===== src/rtl/chop_pkg.sv =====
package chop_pkg;
  typedef enum logic [1:0] {
    ST_ON       = 2'd0,
    ST_TRIP_OFF = 2'd1,
    ST_PWM_OFF  = 2'd2
  } chop_state_e;
endpackage


===== src/rtl/chop_timer.sv =====
module chop_timer #(
  parameter int CNT_W   = 8,
  parameter int RST_VAL = 0
) (
  input  logic             clk,
  input  logic             rst_n,
  input  logic             tick_en,
  input  logic             load,
  input  logic [CNT_W-1:0] load_val,
  output logic             cnt_zero,
  output logic             expire
);
  localparam logic [CNT_W-1:0] RST_LD = CNT_W'(RST_VAL);
  localparam logic [CNT_W-1:0] ONE    = CNT_W'(1);

  logic [CNT_W-1:0] cnt_q, cnt_d;

  always_comb begin
    cnt_d = cnt_q;
    if (load)
      cnt_d = load_val;
    else if (tick_en && (cnt_q != '0))
      cnt_d = cnt_q - ONE;
  end

  always_ff @(posedge clk or negedge rst_n) begin
    if (!rst_n) cnt_q <= RST_LD;
    else        cnt_q <= cnt_d;
  end

  assign cnt_zero = (cnt_q == '0);
  assign expire   = cnt_zero || (tick_en && (cnt_q == ONE));

  // without a tick and without a load the count holds
  p_hold_no_tick_r9: assert property (@(posedge clk) disable iff (!rst_n)
    (!load && !tick_en) |=> $stable(cnt_q));

  // a load takes the programmed value
  p_load_value_r2: assert property (@(posedge clk) disable iff (!rst_n)
    load |=> (cnt_q == $past(load_val)));
endmodule


===== src/rtl/chop_fsm.sv =====
module chop_fsm
  import chop_pkg::*;
#(
  parameter int CNT_W         = 8,
  parameter int OFF_TICKS     = 20,
  parameter int BLANK_TICKS   = 4,
  parameter int MIN_OFF_TICKS = 8
) (
  input  logic             clk,
  input  logic             rst_n,
  input  logic             pwm_en,
  input  logic             trip_i,
  input  logic             decay_slow_i,
  input  logic             off_expire,
  input  logic             blank_zero,
  output logic             off_load,
  output logic [CNT_W-1:0] off_val,
  output logic             blank_load,
  output logic [CNT_W-1:0] blank_val,
  output logic             drive_on_o,
  output logic             recirc_slow_o
);
  localparam logic [CNT_W-1:0] OFF_LD   = CNT_W'(OFF_TICKS);
  localparam logic [CNT_W-1:0] MIN_LD   = CNT_W'(MIN_OFF_TICKS);
  localparam logic [CNT_W-1:0] BLANK_LD = CNT_W'(BLANK_TICKS);

  chop_state_e state_q, state_d;
  logic        slow_q, slow_d;

  always_comb begin
    state_d    = state_q;
    slow_d     = slow_q;
    off_load   = 1'b0;
    off_val    = MIN_LD;
    blank_load = 1'b0;
    unique case (state_q)
      ST_ON: begin
        if (!pwm_en) begin
          state_d  = ST_PWM_OFF;
          off_load = 1'b1;
          off_val  = MIN_LD;
        end else if (trip_i && blank_zero) begin
          state_d  = ST_TRIP_OFF;
          off_load = 1'b1;
          off_val  = OFF_LD;
          slow_d   = decay_slow_i;
        end
      end
      ST_TRIP_OFF: begin
        if (off_expire && pwm_en) begin
          state_d    = ST_ON;
          blank_load = 1'b1;
        end else if (!pwm_en) begin
          state_d = ST_PWM_OFF;
        end
      end
      ST_PWM_OFF: begin
        if (off_expire && pwm_en) begin
          state_d    = ST_ON;
          blank_load = 1'b1;
        end
      end
      default: state_d = ST_PWM_OFF;
    endcase
  end

  always_ff @(posedge clk or negedge rst_n) begin
    if (!rst_n) begin
      state_q <= ST_PWM_OFF;
      slow_q  <= 1'b0;
    end else begin
      state_q <= state_d;
      slow_q  <= slow_d;
    end
  end

  assign blank_val     = BLANK_LD;
  assign drive_on_o    = (state_q == ST_ON);
  assign recirc_slow_o = (state_q == ST_TRIP_OFF) && slow_q;

  // a trip inside the blanking window keeps the drive on
  p_blank_masks_trip_r3: assert property (@(posedge clk) disable iff (!rst_n)
    (state_q == ST_ON && pwm_en && !blank_zero) |=> (state_q == ST_ON));

  // no turn-on before the off interval has run out
  p_no_early_resume_r5: assert property (@(posedge clk) disable iff (!rst_n)
    (state_q != ST_ON && !off_expire) |=> (state_q != ST_ON));

  // PWM low while on leads to a PWM-commanded off
  p_pwm_low_off_r6: assert property (@(posedge clk) disable iff (!rst_n)
    (state_q == ST_ON && !pwm_en) |=> (state_q == ST_PWM_OFF));

  // PWM low during a trip off leaves slow recirculation
  p_pwm_low_full_off_r7: assert property (@(posedge clk) disable iff (!rst_n)
    (state_q == ST_TRIP_OFF && !pwm_en) |=> !recirc_slow_o);
endmodule


===== src/rtl/chop_ctrl.sv =====
module chop_ctrl #(
  parameter int CNT_W         = 8,
  parameter int OFF_TICKS     = 20,
  parameter int BLANK_TICKS   = 4,
  parameter int MIN_OFF_TICKS = 8
) (
  input  logic clk,
  input  logic rst_n,
  input  logic tick_en,
  input  logic pwm_en,
  input  logic trip_i,
  input  logic decay_slow_i,
  output logic drive_on_o,
  output logic recirc_slow_o
);
  logic             off_load, off_expire, off_zero;
  logic [CNT_W-1:0] off_val;
  logic             blank_load, blank_zero, blank_expire;
  logic [CNT_W-1:0] blank_val;

  chop_timer #(.CNT_W(CNT_W), .RST_VAL(MIN_OFF_TICKS)) u_off_tmr (
    .clk      (clk),
    .rst_n    (rst_n),
    .tick_en  (tick_en),
    .load     (off_load),
    .load_val (off_val),
    .cnt_zero (off_zero),
    .expire   (off_expire)
  );

  chop_timer #(.CNT_W(CNT_W), .RST_VAL(0)) u_blank_tmr (
    .clk      (clk),
    .rst_n    (rst_n),
    .tick_en  (tick_en),
    .load     (blank_load),
    .load_val (blank_val),
    .cnt_zero (blank_zero),
    .expire   (blank_expire)
  );

  chop_fsm #(
    .CNT_W(CNT_W), .OFF_TICKS(OFF_TICKS),
    .BLANK_TICKS(BLANK_TICKS), .MIN_OFF_TICKS(MIN_OFF_TICKS)
  ) u_fsm (
    .clk           (clk),
    .rst_n         (rst_n),
    .pwm_en        (pwm_en),
    .trip_i        (trip_i),
    .decay_slow_i  (decay_slow_i),
    .off_expire    (off_expire),
    .blank_zero    (blank_zero),
    .off_load      (off_load),
    .off_val       (off_val),
    .blank_load    (blank_load),
    .blank_val     (blank_val),
    .drive_on_o    (drive_on_o),
    .recirc_slow_o (recirc_slow_o)
  );

  // slow recirculation is only ever flagged while the drive is off
  p_slow_only_off_r8: assert property (@(posedge clk) disable iff (!rst_n)
    recirc_slow_o |-> !drive_on_o);

  // every turn-on starts a blanking window unless it is empty
  p_turn_on_blanks_r10: assert property (@(posedge clk) disable iff (!rst_n)
    $rose(drive_on_o) |-> (!blank_zero || blank_val == '0));

  logic unused_ok;
  assign unused_ok = off_zero ^ blank_expire;
endmodule


===== config.mk =====
export PLATFORM = sky130hd
export DESIGN_NAME = chop_ctrl
export DESIGN_NICKNAME = d
export VERILOG_FILES = /design/src/rtl/chop_pkg.sv /design/src/rtl/chop_timer.sv /design/src/rtl/chop_fsm.sv /design/src/rtl/chop_ctrl.sv
export SDC_FILE = /design/constraint.sdc
export NUM_CORES = 1
export LEC_CHECK = 0
export BUFFER_PORTS_ARGS = -buffer_cell sky130_fd_sc_hd__buf_2
export CORE_MARGIN = 5
export CORE_UTILIZATION = 35
export DETAILED_ROUTE_END_ITERATION = 6
export SYNTH_ARGS = -nofsm -noshare
export SYNTH_HDL_FRONTEND = slang
export SYNTH_SLANG_ARGS = --single-unit

===== constraint.sdc =====
create_clock -name clk -period 2.98 [get_ports clk]
set_clock_uncertainty 0.05 [all_clocks]
set_input_delay 0.298 -clock clk [delete_from_list [all_inputs] [get_ports clk]]
set_output_delay 0.298 -clock clk [all_outputs]
set_load 0.05 [all_outputs]

==> results.yml, run 1 <==
yosys:
  netlist_area_mm2: 0.00113
  post-synth-top-count-cell: "dfrtp_1"
  syn-num-nets: 132
  synth_compound_area_frac: 0.154
  synthXorXnorAreaFrac: 0.0387
  synth_top_area_cell: "dfrtp_1"
  synth-seq-cells: 19
  ys_async_sr_fraction: 1.00
  synth_cells: 118
  synth_top_area_frac: 0.376
  synth_seq_area_share: 0.422
  syn-mean-instance-area_um2: 9.60
  synth.distinct_cells: 41
  yosysWarnings: 0
  synth_edf_count: 0
  synthAdderAreaFrac: 0.0884
  synth_top_family_by_area: "simple AND/OR/NAND/NOR gates"
  synth_commonest_cells: "dfrtp_1 (17), nor2_1 (12), a21oi_1 (8), ha_1 (8), inv_1 (7)"
  synthMuxAreaShare: 0.0365
  ys.flop_type: "dfrtp_1"
  synthTopCellsByArea: "dfrtp_1 (38%), ha_1 (8.8%), dfstp_2 (4.6%)"
  synth-simple-area-share: 0.233
min_path:
  min-delay-start: "decay_slow_i"
  hold_depth: 2
  hold_end: "u_fsm.slow_q$_DFFE_PN0P_"
  hp-class: "in2reg"
power_and_ir_drop:
  p_sw_mw: 0.510
  vdd_drop_max_v: 0.000420
  p_int_mw: 0.677
  p_per_area_mw_per_mm2: 944
  p_clk_frac: 0.116
  p_sw_frac: 0.430
  power_leakage_nw: 0.560
  p_total_mw: 1.19
  seq_power_share: 0.413
  p_comb_frac: 0.471
route:
  drc: 0
  avgViaCountPerCell: 5.27
  wl_per_cell_um: 12.7
  detail-route-antenna-nets: 0
  vias: 911
  dr.first_iter.drc_count: 13
  totalWireLength_um: 2200
  drtPass1Iterations: 4
global_routing:
  grt_pass1_vias: 882
  grt_usage: 0.112
  antenna_found_initial: 0
  grt_max_degree: 20
  grt_first_pass_wirelength_um: 3820
  grt_remaining_overflow: 0
floorplan:
  initial_core_util: 0.368
  io_pins: 8
  die_h_um: 66.9
  dieArea_mm2: 0.00447
  coreArea_mm2: 0.00308
  die_w_um: 66.9
  rows: 20
critical_path:
  r2r_slack_ns: 0.87
  timing.rr.start: "u_blank_tmr.cnt_q[0]$_DFFE_PN0P_"
  worstRegToRegCells: 6
  slowest_stage: "nor3b_1"
  path_cells: "inv_1 > ha_1 > nor3b_1 > nand3_1 > a21boi_1 > nor2_1"
  crit_type: "reg2reg"
  crit_required_ns: 3.11
  cp_max_fo: 7
  reg2reg_to: "u_off_tmr.cnt_q[6]$_DFFE_PN0P_"
  arrival_ns: 2.24
  endpoint_kind: "flip-flop"
  crit_path_start_kind: "flip-flop"
  cpPeakStageDelay_ns: 0.56
clock_tree:
  cts.clk_slew.worst_paths_ns: 0.12
  cts_max_level: 1
  numClockSinks: 19
  clk_latency_ns: 0.30
  cts_setup_buffers: 0
  root_buffer: "clkbuf_4"
  tritoncts: "yes"
  clockBufferDepth: 2
  numCtsBuffers: 3
sta:
  setup_slack_ns: 0.869
  drv_slew: 0
  setup_viol: 0
  fmax_ghz: 0.474
  setup-tns-final_ns: 0
  maxSlewHeadroom: 0.559
  min_period_ns: 2.11
  grt_setup_unrepaired: "false"
  finalHoldViolations: 0
  period_share: 0.708
  worstMarginPinSlew_ns: 0.661
place:
  dp_hpwl_um: 1700
  place_inst: 168
  io_buffers: 7
  dp_worst_setup_slack_ns: 0.898
  gp_congestion: 0.778
cells_and_area:
  layout.area.seq_um2: 478
  multi_input_area_um2: 623
  area_growth_pct: 11.1
  nFillCells: 318
  drive_gt1_frac: 0.132
  nets: 144
  post-route-util: 0.409
  final_cells: 173
  antenna_cells: 0
status:
  status: "complete, no violations"
job:
  maxCapViolCount: 0
worst max-delay path: cells and delay by family, from the launching register on:
kind / cells / cell delay [ns]
simple gates: 3 / 0.86
flops: 1 / 0.42
compound gates: 1 / 0.40
fa+ha+maj: 1 / 0.17
buf+inv: 1 / 0.09
metal layers:
metal | vias up | share of wire | GRT usage
met5 | - | 0 | 0
met4 | 0 | 0.0096 | 0.0532
met3 | 2 | 0.023 | 0.0152
met2 | 13 | 0.48 | 0.181
li1 | 453 | - | -
met1 | 443 | 0.49 | 0.145
per-stage QoR:
| stage | hold slack [ns] | cell area (um2) |
|---|---|---|
| after floorplan | -0.0476 | 1130 |
| after global placement | 0.208 | 1220 |
| after detailed placement | 0.221 | 1220 |
| after CTS | 0.154 | 1260 |
| after global routing | 0.148 | 1260 |
| final | 0.166 | 1260 |
timing repair:
action	4_1_cts	5_1_grt
gates resized for setup	0	0
endpoints found under the setup margin	0	0
endpoints found under the hold margin	17	0
hold buffers	1	0
state kept, by name, indices dropped and copies added, names as in the netlist:
| register | cells |
|---|---|
| u_fsm.state_q | 2 |
| u_off_tmr.cnt_q | 8 |
| u_blank_tmr.cnt_q | 8 |
| u_fsm.slow_q | 1 |
area by class of cell:
| cell class | count | share of cell area |
|---|---|---|
| Clock buffer | 3 | 0.0179 |
| Clock inverter | 1 | 0.00597 |
| Inverter | 7 | 0.0209 |
| Multi-Input combinational cell | 91 | 0.496 |
| Sequential cell | 19 | 0.380 |
| Tap cell | 44 | 0.0438 |
| Timing Repair Buffer | 8 | 0.0358 |
power groups by stage:
stage	clock, mW	sequential (mW)	combinational (mW)
2_1_floorplan	0	0.468	0.461
3_3_place_gp	0	0.490	0.548
3_5_place_dp	0	0.498	0.559
4_1_cts	0.144	0.491	0.565
5_1_grt	0.156	0.513	0.641
6_report	0.137	0.491	0.559
placed cells by master (no fill, tap or decap), types with 4 or more instances in the layout:
master	netlist	final
inv_1	7	7
xnor2_1	4	4
or3_1	4	4
dfrtp_1	17	17
nor3_1	6	6
a21oi_1	8	8
ha_1	8	8
nand2_1	6	6
buf_2	1	7
nor2_1	12	12
how the worst max path moves through the flow:
stage	startpoint	endpoint	slack [ns]
4_1_cts	u_blank_tmr.cnt_q[0]$_DFFE_PN0P_	u_off_tmr.cnt_q[6]$_DFFE_PN0P_	0.85
2_1_floorplan	u_off_tmr.cnt_q[0]$_DFFE_PN0P_	u_off_tmr.cnt_q[6]$_DFFE_PN0P_	1.09
3_3_place_gp	u_blank_tmr.cnt_q[0]$_DFFE_PN0P_	u_fsm.slow_q$_DFFE_PN0P_	0.98
3_5_place_dp	u_blank_tmr.cnt_q[0]$_DFFE_PN0P_	u_fsm.slow_q$_DFFE_PN0P_	0.90
5_1_grt	u_blank_tmr.cnt_q[0]$_DFFE_PN0P_	u_off_tmr.cnt_q[6]$_DFFE_PN0P_	0.74
6_report	u_blank_tmr.cnt_q[0]$_DFFE_PN0P_	u_off_tmr.cnt_q[6]$_DFFE_PN0P_	0.87
cells by family after synthesis:
logic type      after synthesis
simple gates                 47
flops                        19
buf+inv                       8
fa+ha+maj                     8
xor+xnor                      5
compound gates               27
mux                           4
Power figures use the tool's default switching activity.
==> run 2, diff against run 1 <==
clock period = 2.2 ns   (was 2.98 ns; I/O delays follow)
==> run 2 against run 1 <==
Net effect: sequential share of layout area decreased by 0.56 points; hold slack got worse by 0.064 ns; via count decreased by 2.1%; critical path type unchanged.
==> results.yml, run 2 (synthesis gave the netlist of run 1 again) <==
sta:
  period_share: 0.938
  maxSlewHeadroom: 0.713
  grt_setup_unrepaired: "false"
  worstMarginPinSlew_ns: 0.427
  min_period_ns: 2.06
  drv_slew: 0
  holdWs_ns: 0.101
  setup-tns-final_ns: 0
  finalHoldViolations: 0
  fmax_ghz: 0.485
  setup_viol: 0
global_routing:
  antenna_found_initial: 0
  grt_usage: 0.121
  grt_pass1_vias: 942
  grt_max_degree: 20
  grt_first_pass_wirelength_um: 4110
  grt_remaining_overflow: 0
min_path:
  hold_depth: 2
  hp-class: "in2reg"
  min-delay-start: "decay_slow_i"
floorplan:
  coreArea_mm2: 0.00308
  dieArea_mm2: 0.00447
  die_h_um: 66.9
  initial_core_util: 0.368
  io_pins: 8
  rows: 20
  die_w_um: 66.9
critical_path:
  crit_family: "simple AND/OR/NAND/NOR gates"
  path_cells: "inv_1 > ha_1 > or4b_4 > o21ai_0 > or2_2 > a21oi_1"
  worstRegToRegCells: 6
  cp_num_buf_inv: 1
  endpoint: "u_off_tmr.cnt_q[1]$_DFFE_PN0P_"
  path_depth: 6
  crit_type: "reg2reg"
  crit_start: "u_off_tmr.cnt_q[0]$_DFFE_PN0P_"
  arrival_ns: 2.19
  slowest_stage: "or4b_4"
  cp_max_fo: 5
  endpoint_kind: "flip-flop"
  reg2reg_to: "u_off_tmr.cnt_q[1]$_DFFE_PN0P_"
  cpPeakStageDelay_ns: 0.50
  r2r_slack_ns: 0.14
  timing.rr.start: "u_off_tmr.cnt_q[0]$_DFFE_PN0P_"
  crit_path_start_kind: "flip-flop"
  crit_required_ns: 2.33
cells_and_area:
  nets: 147
  multi_input_area_um2: 623
  layout.area.seq_um2: 478
  antenna_cells: 0
  final_cells: 176
  final_cell_mix: "dfrtp_1 (17), nor2_1 (12), a21oi_1 (8), ha_1 (8)"
  layout_commonest_cell: "dfrtp_1"
  area_growth_pct: 12.7
  reg_top3: "u_blank_tmr.cnt_q (8), u_off_tmr.cnt_q (8), u_fsm.state_q (2)"
  nFillCells: 307
  drive_gt1_frac: 0.144
clock_tree:
  cts_setup_buffers: 0
  numCtsBuffers: 3
  cts_max_level: 1
  cts.clk_slew.worst_paths_ns: 0.12
  tritoncts: "yes"
  clockBufferDepth: 2
  root_buffer: "clkbuf_4"
  clk_latency_ns: 0.30
  numClockSinks: 19
route:
  vias: 892
  avgViaCountPerCell: 5.07
  detail-route-antenna-nets: 0
  totalWireLength_um: 2310
  drc: 0
  drtPass1Iterations: 4
  dr.first_iter.drc_count: 12
  wl_per_cell_um: 13.1
power_and_ir_drop:
  vdd_drop_max_v: 0.000619
  p_per_area_mw_per_mm2: 1290
  power_leakage_nw: 0.577
place:
  dp_hpwl_um: 1700
  place_inst: 171
  io_buffers: 7
  gp_congestion: 0.794
status:
  status: "complete, no violations"
job:
  maxCapViolCount: 0
==> run 2: changes by cell type in the layout (fill, tap and decap cells not counted), sizes merged <==
cell and change:
buf +3, clkbuf +1, clkinvlp -1
==> run 2: final cells by class <==
cell class	instances	area share
clock buffer	4	0.0206
inverter	7	0.0206
multi-input combinational	91	0.488
sequential	19	0.375
tap	44	0.0431
timing repair buffer	11	0.0529
==> run 2: worst min-delay path by stage <==
stage,end,slack (ns)
after detailed placement,u_blank_tmr.cnt_q[6]$_DFFE_PN0P_,0.14
after floorplan,u_blank_tmr.cnt_q[0]$_DFFE_PN0P_,-0.13
after CTS,u_fsm.slow_q$_DFFE_PN0P_,0.09
after global routing,u_fsm.slow_q$_DFFE_PN0P_,0.11
final,u_fsm.slow_q$_DFFE_PN0P_,0.10
after global placement,u_blank_tmr.cnt_q[7]$_DFFE_PN0P_,0.14
==> run 2: worst reg2reg max path: stages (launching register included) <==
cell	delay, ns
dfrtp_1	0.43
inv_1	0.11
ha_1	0.24
or4b_4	0.50
o21ai_0	0.38
or2_2	0.18
a21oi_1	0.05
==> run 2: power breakdown <==
part / switching [mW] / internal, mW / leakage [nW]
Clock: 0.112 / 0.0706 / 0.0150
Combinational: 0.438 / 0.357 / 0.324
Sequential: 0.155 / 0.515 / 0.238
==> run 2: metal layers <==
| layer | track usage | routed length (um) | vias to the layer above |
|---|---|---|---|
| met4 | 0.0532 | 21 | 0 |
| met2 | 0.214 | 1120 | 7 |
| met3 | 0.0152 | 40 | 2 |
| met5 | 0 | 0 | - |
| li1 | - | - | 456 |
| met1 | 0.145 | 1120 | 427 |
==> run 2: repair_timing <==
action / CTS / global route
hold endpoints to repair: 17 / 0
hold buffers: 1 / 0
gates resized for setup: 0 / 0
==> run 2: per-stage QoR <==
step / instance area [um2] / worst slack [ns] / utilization / total power, mW
global route: 1280 / 0.00242 / 0.415 / 1.80
floorplan: 1130 / 0.308 / - / 1.26
detailed placement: 1240 / 0.173 / 0.403 / 1.46
global placement: 1240 / 0.261 / 0.403 / 1.43
CTS: 1280 / 0.145 / 0.415 / 1.66
finish: 1280 / 0.137 / 0.415 / 1.65
